## src/rtl/cmm_pkg.sv

```systemverilog
`timescale 1ns/1ps
package cmm_pkg;
   typedef enum logic [2:0] {
      ST_IDLE,
      ST_RUN,
      ST_DRAIN,
      ST_EMIT,
      ST_FIN
   } cmm_state_e;

   function automatic int sel_width(input int n);
      return (n > 1) ? $clog2(n) : 1;
   endfunction
endpackage

```

## src/rtl/cmm_fetch.sv

```systemverilog
`timescale 1ns/1ps
// Stages 1..4 of the accumulate pipeline: address issue, RAM, row capture, retime.
module cmm_fetch #(
   parameter int IDX_W = 8,
   parameter int SEP_W = 96
) (
   input  logic             clk,
   input  logic             rst_n,
   input  logic             idx_fire,
   input  logic [IDX_W-1:0] idx_data,
   input  logic             idx_last,
   output logic             mem_rd_en,
   output logic [IDX_W-1:0] mem_rd_addr,
   input  logic [SEP_W-1:0] mem_rd_data,
   output logic             acc_en,
   output logic             acc_last,
   output logic [SEP_W-1:0] acc_row
);
   logic             v1, v2, v3, v4;
   logic             l1, l2, l3, l4;
   logic [IDX_W-1:0] addr_q;
   logic [SEP_W-1:0] row3, row4;

   always_ff @(posedge clk or negedge rst_n) begin
      if (!rst_n) begin
         v1 <= 1'b0; v2 <= 1'b0; v3 <= 1'b0; v4 <= 1'b0;
         l1 <= 1'b0; l2 <= 1'b0; l3 <= 1'b0; l4 <= 1'b0;
         addr_q <= '0;
      end else begin
         v1 <= idx_fire;
         l1 <= idx_fire & idx_last;
         if (idx_fire) addr_q <= idx_data;
         v2 <= v1; l2 <= l1;
         v3 <= v2; l3 <= l2;
         v4 <= v3; l4 <= l3;
      end
   end

   always_ff @(posedge clk) begin
      row3 <= mem_rd_data;
      row4 <= row3;
   end

   assign mem_rd_en   = v1;
   assign mem_rd_addr = addr_q;
   assign acc_en      = v4;
   assign acc_last    = v4 & l4;
   assign acc_row     = row4;
endmodule

```

## src/rtl/cmm_acc_slice.sv

```systemverilog
`timescale 1ns/1ps
// Stage 5: one column counter per bit of a slice, plus threshold compare.
module cmm_acc_slice #(
   parameter int SLICE_W = 32,
   parameter int CNT_W   = 4,
   parameter int MAX_CNT = 15
) (
   input  logic               clk,
   input  logic               rst_n,
   input  logic               clr,
   input  logic               acc_en,
   input  logic [SLICE_W-1:0] row,
   input  logic [CNT_W-1:0]   thr,
   output logic [SLICE_W-1:0] hit
);
   if (MAX_CNT >= (1 << CNT_W)) begin : g_bad_cnt
      $error("cmm_acc_slice: CNT_W too narrow for MAX_CNT");
   end

   for (genvar c = 0; c < SLICE_W; c++) begin : g_col
      logic [CNT_W-1:0] cnt;

      always_ff @(posedge clk or negedge rst_n) begin
         if (!rst_n)                cnt <= '0;
         else if (clr)              cnt <= '0;
         else if (acc_en && row[c]) cnt <= cnt + 1'b1;
      end

      assign hit[c] = (cnt >= thr);


      no_overflow_chk: assert property (@(posedge clk) disable iff (!rst_n)
         (acc_en && row[c]) |-> (cnt != CNT_W'(MAX_CNT)));


      clear_zero_chk: assert property (@(posedge clk) disable iff (!rst_n)
         clr |=> (cnt == '0));
   end
endmodule

```

## src/rtl/cmm_ctrl.sv

```systemverilog
`timescale 1ns/1ps
// Recall sequencing, threshold capture and separator word emission.
module cmm_ctrl
   import cmm_pkg::*;
#(
   parameter int NSLICE  = 3,
   parameter int SLICE_W = 32,
   parameter int CNT_W   = 4
) (
   input  logic                      clk,
   input  logic                      rst_n,
   input  logic                      idx_valid,
   input  logic                      idx_last,
   input  logic [CNT_W-1:0]          threshold,
   input  logic                      thr_auto,
   input  logic                      acc_last,
   input  logic [NSLICE*SLICE_W-1:0] hits,
   output logic                      idx_ready,
   output logic                      idx_fire,
   output logic                      clr,
   output logic [CNT_W-1:0]          thr_q,
   output logic                      out_valid,
   output logic [SLICE_W-1:0]        out_data,
   output logic                      done
);
   localparam int WSEL_W = sel_width(NSLICE);
   localparam logic [WSEL_W-1:0] WSEL_LAST = WSEL_W'(NSLICE - 1);

   cmm_state_e       st;
   logic [CNT_W-1:0] idx_cnt;
   logic [WSEL_W-1:0] wsel;

   assign idx_ready = (st == ST_IDLE) || (st == ST_RUN);
   assign idx_fire  = idx_valid && idx_ready;
   assign clr       = (st == ST_IDLE);

   always_ff @(posedge clk or negedge rst_n) begin
      if (!rst_n) begin
         st        <= ST_IDLE;
         thr_q     <= '0;
         idx_cnt   <= '0;
         wsel      <= '0;
         out_valid <= 1'b0;
         out_data  <= '0;
         done      <= 1'b0;
      end else begin
         out_valid <= 1'b0;
         done      <= 1'b0;
         unique case (st)
            ST_IDLE, ST_RUN: begin
               if (idx_fire) begin
                  if (idx_last) begin
                     st      <= ST_DRAIN;
                     thr_q   <= thr_auto ? (idx_cnt + 1'b1) : threshold;
                     idx_cnt <= '0;
                  end else begin
                     st      <= ST_RUN;
                     idx_cnt <= idx_cnt + 1'b1;
                  end
               end
            end
            ST_DRAIN: begin
               if (acc_last) begin
                  st   <= ST_EMIT;
                  wsel <= '0;
               end
            end
            ST_EMIT: begin
               out_valid <= 1'b1;
               out_data  <= hits[int'(wsel)*SLICE_W +: SLICE_W];
               if (wsel == WSEL_LAST) st <= ST_FIN;
               else                   wsel <= wsel + 1'b1;
            end
            ST_FIN: begin
               done <= 1'b1;
               st   <= ST_IDLE;
            end
            default: st <= ST_IDLE;
         endcase
      end
   end


   busy_out_chk: assert property (@(posedge clk) disable iff (!rst_n)
      out_valid |-> !idx_ready);


   done_pulse_chk: assert property (@(posedge clk) disable iff (!rst_n)
      done |-> ($past(out_valid) && !out_valid));
endmodule

```

## src/rtl/cmm_recall.sv

```systemverilog
`timescale 1ns/1ps
module cmm_recall #(
   parameter int SEP_W   = 96,
   parameter int SLICE_W = 32,
   parameter int IDX_W   = 8,
   parameter int MAX_IDX = 15,
   localparam int CNT_W  = $clog2(MAX_IDX + 1)
) (
   input  logic               clk,
   input  logic               rst_n,
   input  logic               idx_valid,
   output logic               idx_ready,
   input  logic [IDX_W-1:0]   idx_data,
   input  logic               idx_last,
   input  logic [CNT_W-1:0]   threshold,
   input  logic               thr_auto,
   output logic               mem_rd_en,
   output logic [IDX_W-1:0]   mem_rd_addr,
   input  logic [SEP_W-1:0]   mem_rd_data,
   output logic               out_valid,
   output logic [SLICE_W-1:0] out_data,
   output logic               done
);
   localparam int NSLICE = SEP_W / SLICE_W;

   if ((SEP_W % SLICE_W) != 0 || NSLICE < 1) begin : g_bad_width
      $error("cmm_recall: SEP_W must be a positive multiple of SLICE_W");
   end
   if (MAX_IDX < 1) begin : g_bad_depth
      $error("cmm_recall: MAX_IDX must be at least 1");
   end

   logic             idx_fire;
   logic             clr;
   logic [CNT_W-1:0] thr_q;
   logic             acc_en;
   logic             acc_last;
   logic [SEP_W-1:0] acc_row;
   logic [SEP_W-1:0] hits;

   cmm_fetch #(.IDX_W(IDX_W), .SEP_W(SEP_W)) u_fetch (
      .clk        (clk),
      .rst_n      (rst_n),
      .idx_fire   (idx_fire),
      .idx_data   (idx_data),
      .idx_last   (idx_last),
      .mem_rd_en  (mem_rd_en),
      .mem_rd_addr(mem_rd_addr),
      .mem_rd_data(mem_rd_data),
      .acc_en     (acc_en),
      .acc_last   (acc_last),
      .acc_row    (acc_row)
   );

   for (genvar s = 0; s < NSLICE; s++) begin : g_slice
      cmm_acc_slice #(.SLICE_W(SLICE_W), .CNT_W(CNT_W), .MAX_CNT(MAX_IDX)) u_slc (
         .clk   (clk),
         .rst_n (rst_n),
         .clr   (clr),
         .acc_en(acc_en),
         .row   (acc_row[s*SLICE_W +: SLICE_W]),
         .thr   (thr_q),
         .hit   (hits[s*SLICE_W +: SLICE_W])
      );
   end

   cmm_ctrl #(.NSLICE(NSLICE), .SLICE_W(SLICE_W), .CNT_W(CNT_W)) u_ctrl (
      .clk      (clk),
      .rst_n    (rst_n),
      .idx_valid(idx_valid),
      .idx_last (idx_last),
      .threshold(threshold),
      .thr_auto (thr_auto),
      .acc_last (acc_last),
      .hits     (hits),
      .idx_ready(idx_ready),
      .idx_fire (idx_fire),
      .clr      (clr),
      .thr_q    (thr_q),
      .out_valid(out_valid),
      .out_data (out_data),
      .done     (done)
   );


   first_word_latency_chk: assert property (@(posedge clk) disable iff (!rst_n)
      acc_last |-> ##2 out_valid);
endmodule

```

## config.mk

```make
export PLATFORM = sky130hd
export DESIGN_NAME = cmm_recall
export DESIGN_NICKNAME = d
export VERILOG_FILES = /design/src/rtl/cmm_pkg.sv /design/src/rtl/cmm_fetch.sv /design/src/rtl/cmm_acc_slice.sv /design/src/rtl/cmm_ctrl.sv /design/src/rtl/cmm_recall.sv
export SDC_FILE = /design/constraint.sdc
export NUM_CORES = 1
export LEC_CHECK = 0
export CORE_UTILIZATION = 45
export DETAILED_ROUTE_END_ITERATION = 16
export DONT_BUFFER_PORTS = 1
export GPL_ROUTABILITY_DRIVEN = 0
export HOLD_SLACK_MARGIN = 0.02
export PLACE_DENSITY = 0.65
export RECOVER_POWER = 100
export REMOVE_ABC_BUFFERS = 1
export SLEW_MARGIN = 30
export SYNTH_ARGS = -nofsm -noshare
export SYNTH_HDL_FRONTEND = slang
export SYNTH_SLANG_ARGS = --single-unit
```

## constraint.sdc

```tcl
create_clock -name clk -period 3.3 [get_ports clk]
set_input_delay 0.99 -clock clk [delete_from_list [all_inputs] [get_ports clk]]
set_output_delay 0.99 -clock clk [all_outputs]
set_load 0.02 [all_outputs]
```

==> results.md <==
- Comb pwr share: 33.2%
- Drt pass-1 iters: 5
- Final WL: 68890 µm
- Net Sw Frac: a little under two fifths
- MaxCap Viol Count: 0
- Status: finished clean
- Setup ws final: 544.4 ps
- Max frequency: 362.9 MHz
- Vias in the first global route: about 22000
- Count of unique library cells instantiated by Yosys: 46
- I/O pin cnt: 157
- Initial DRC count: between 1000 and 1500
- RSZ-0062 raised after global routing: no
- Synth Flop Type: dfrtp_1
- DP Worst Slack: roughly 770 ps
- Pin count of the biggest net entering global routing: 448
- Int Power: around 19 mW
- Clk_lat worst skew: 620 ps
- DP Wirelength: ~44000 µm
- CTS Sinks: 639
- Die height: 269.9 µm
- Peak supply drop: 0.5568 mV
- Die area: 72820 µm²
- Maximum buffer depth of the clock tree: 3
- Synth warn: 0
- Mean Syn Cell Area: 10.09 µm²
- Final #Nets: 3811
- Core area: 70510 µm²
- CTS tree: done
- Worst Max-Slew Pin Slew: 1348 ps
- GRT overflow: 0
- Clk pin slew, worst setup/hold paths: around 60 ps
- Post-synth EDFFs: 0
- Critical Path RT: 3770 ps
- DR vias: 22500
- Register area share after synthesis: between 40% and 50%
- Max Slew Vio Count: 0
- Worst setup SP type: register
- Initial Util: 45.78%
- Initial antenna violation count: 0
- Post-CTS Hold Buffers: 0
- Skew final: 28.22 ps
- H-tree level count: 3
- Post-synth ARST share: 69.95%
- Final hold vios: 0
- Post-CTS setup buffers: 0
- Hold Path Class: in -> async
- WS Path Type: reg -> reg
- Global-route wire length before repair: 115000 µm
- Hold Slack: 77.84 ps
- Worst setup EP type: register
- Wire per inst: 16.33 µm
- Final min period: 2756 ps
- Global-route usage over all layers: 19.30%
- Final setup viols: 0
- Mapped Area: 32280 µm²
- Static leakage: 16.47 nW
- Residual DRC: 0
- ANT nets after route: 0
- PortBufs: 0
- Root Buffer: clkbuf_16
- Die Wd: 269.9 µm
- Net switching power figure: 10.95 mW
- Post-cts resize count: 0
- Crit share post-route: a little over four fifths
- Inserted Clock Buffers: 74
- Std cell rows: 97
- Clk pwr share: 29.3%
- Worst slew margin: 10.14%
- Crit path arrival time: 3220 ps
- Power density cells: 821.1 nW/µm²
- FF+latch count, synth: 639
- Share of cells above drive strength 1: about 5.4%
- Area grow syn2layout: 11.56%
- Vias/cell: 5.334
- Seq pwr share: 37.5%
- N_diodes: 0
- Cells after Synth: 3201
- Worst-path maximum fanout: 38
==> synthesized netlist by cell type (3+ instances only) <==
master     number  area, µm²
xor2_1         97      849.6
a21oi_1       230       1151
nand2b_1       33      206.5
nand2_1       267       1002
xnor2_1        97      849.6
ha_1          482       6031
o41ai_1        13      113.9
dfxtp_1       192       3844
a211oi_1       21      157.7
a21o_1         21      157.7
inv_1         102      382.9
nand3_1       289       1446
nor3_1         33      165.2
nor3b_1        52      390.4
dfrtp_1       447      11190
nor2_1        268       1006
buf_2          68      340.3
buf_1           9      33.78
o21ai_0       219       1096
clkbuf_1       21      78.83
a2111oi_0      20      175.2
mux2i_1         3      30.03
o311ai_0       19      166.4
o211ai_1       63      473.0
o21a_1         12      90.09
or3_1          96      600.6
==> power by group through the flow <==
| stage | registers [mW] | clock network (mW) | logic, mW |
|---|---|---|---|
| 6_report | 11.1 | 8.67 | 9.81 |
| 5_1_grt | 11.3 | 9.27 | 11.6 |
| 4_1_cts | 11.1 | 8.95 | 10.0 |
| 3_5_place_dp | 11.3 | 0 | 9.96 |
| 3_3_place_gp | 11.2 | 0 | 9.67 |
| 2_1_floorplan | 10.7 | 0 | 6.27 |
==> sequential cells by signal, summed over array words and instances, names as in the netlist, 2 cells and up <==
name and count:
g_slice.u_slc.g_col.cnt 384, u_ctrl.idx_cnt 4, u_ctrl.out_data 32, u_ctrl.st 3
u_ctrl.thr_q 4, u_ctrl.wsel 2, u_fetch.acc_row 96, u_fetch.mem_rd_addr 8
u_fetch.row3 96
==> critical path, cell delays in order, from the launching register on <==
cell	delay (ps)
dfrtp_1	950
clkbuf_2	810
nor3b_1	170
buf_4	320
o211ai_1	190
o211ai_1	120
==> layout make-up <==
type	count	area [µm²]
clock buffer	108	2300
clock inverter	30	346.6
fill	6340	34500
inverter	104	399.1
multi-input combinational	2356	16340
sequential	639	15040
tap	940	1176
timing repair buffer	41	414.1
==> final timing paths <==
check                                           startpoint                                             to  slack (ps)  cells after the start
worst max register to register  u_ctrl.wsel[0]$_DFFE_PN0P_                 u_ctrl.out_data[1]$_DFFE_PN0P_         540                      5
worst min register to register    u_fetch.row3[27]$_DFF_P_                    u_fetch.acc_row[27]$_DFF_P_         320                      0
min in group clk                  u_fetch.row3[27]$_DFF_P_                    u_fetch.acc_row[27]$_DFF_P_         320                      0
max in group asynchronous                            rst_n  g_slice[1].u_slc.g_col[28].cnt[1]$_DFFE_PN0P_        2530                      0
worst min-delay path                                 rst_n   g_slice[0].u_slc.g_col[7].cnt[0]$_DFFE_PN0P_          80                      0
worst max-delay path            u_ctrl.wsel[0]$_DFFE_PN0P_                 u_ctrl.out_data[1]$_DFFE_PN0P_         540                      5
==> layer usage <==
layer / vias up / part of all wire, % / GRT usage, %
met5: - / 0 / 0
li1: 11420 / - / -
met1: 10720 / 46 / 25.06
met3: 88 / 3.5 / 3.138
met2: 272 / 48 / 33.06
met4: 0 / 2.2 / 5.487
==> logic make-up (layout without fill, tap and decap cells) <==
| family | after synthesis | in the layout | share of synthesized area, % |
|---|---|---|---|
| buffers and inverters | 206 | 283 | 2.767 |
| XOR/XNOR | 194 | 194 | 5.263 |
| flip-flops | 639 | 639 | 46.55 |
| AO/OA/AOI/OAI | 626 | 626 | 11.30 |
| AND/OR/NAND/NOR | 1050 | 1050 | 15.31 |
| adder cells (fa/ha/maj) | 482 | 482 | 18.68 |
| multiplexers | 4 | 4 | 0.1279 |
==> cell usage in the layout (no fill, tap or decap), drive strengths merged, types with 2 or more instances in the layout <==
cell type and count:
mux2i 3, nor2 268, xor2 97, o41ai 13
or3 96, o311ai 19, bufinv 5, nand2b 34
or2 2, a211oi 21, and2 2, ha 482
clkinvlp 6, a21o 21, inv 109, o21ai 220
nor3b 54, dfrtp 447, nand3 289, buf 35
o31ai 2, xnor2 97, a21oi 230, a2111oi 20
dfxtp 192, nand2 268, clkbuf 114, o21a 12
clkinv 14, a22o 2, o211ai 63, nor3 34
==> through the flow <==
stage	utilization, %	area [µm²]	power, mW	cells	setup TNS, ps
2_1_floorplan	-	31790	16.93	3099	-3201800
3_3_place_gp	47.42	33440	20.91	4080	0
3_5_place_dp	47.42	33440	21.22	4080	0
4_1_cts	51.18	36090	30.10	4218	0
5_1_grt	51.08	36020	32.17	4218	0
6_report	51.08	36020	29.57	4218	0
No activity file was read; power rests on OpenSTA's default activity.
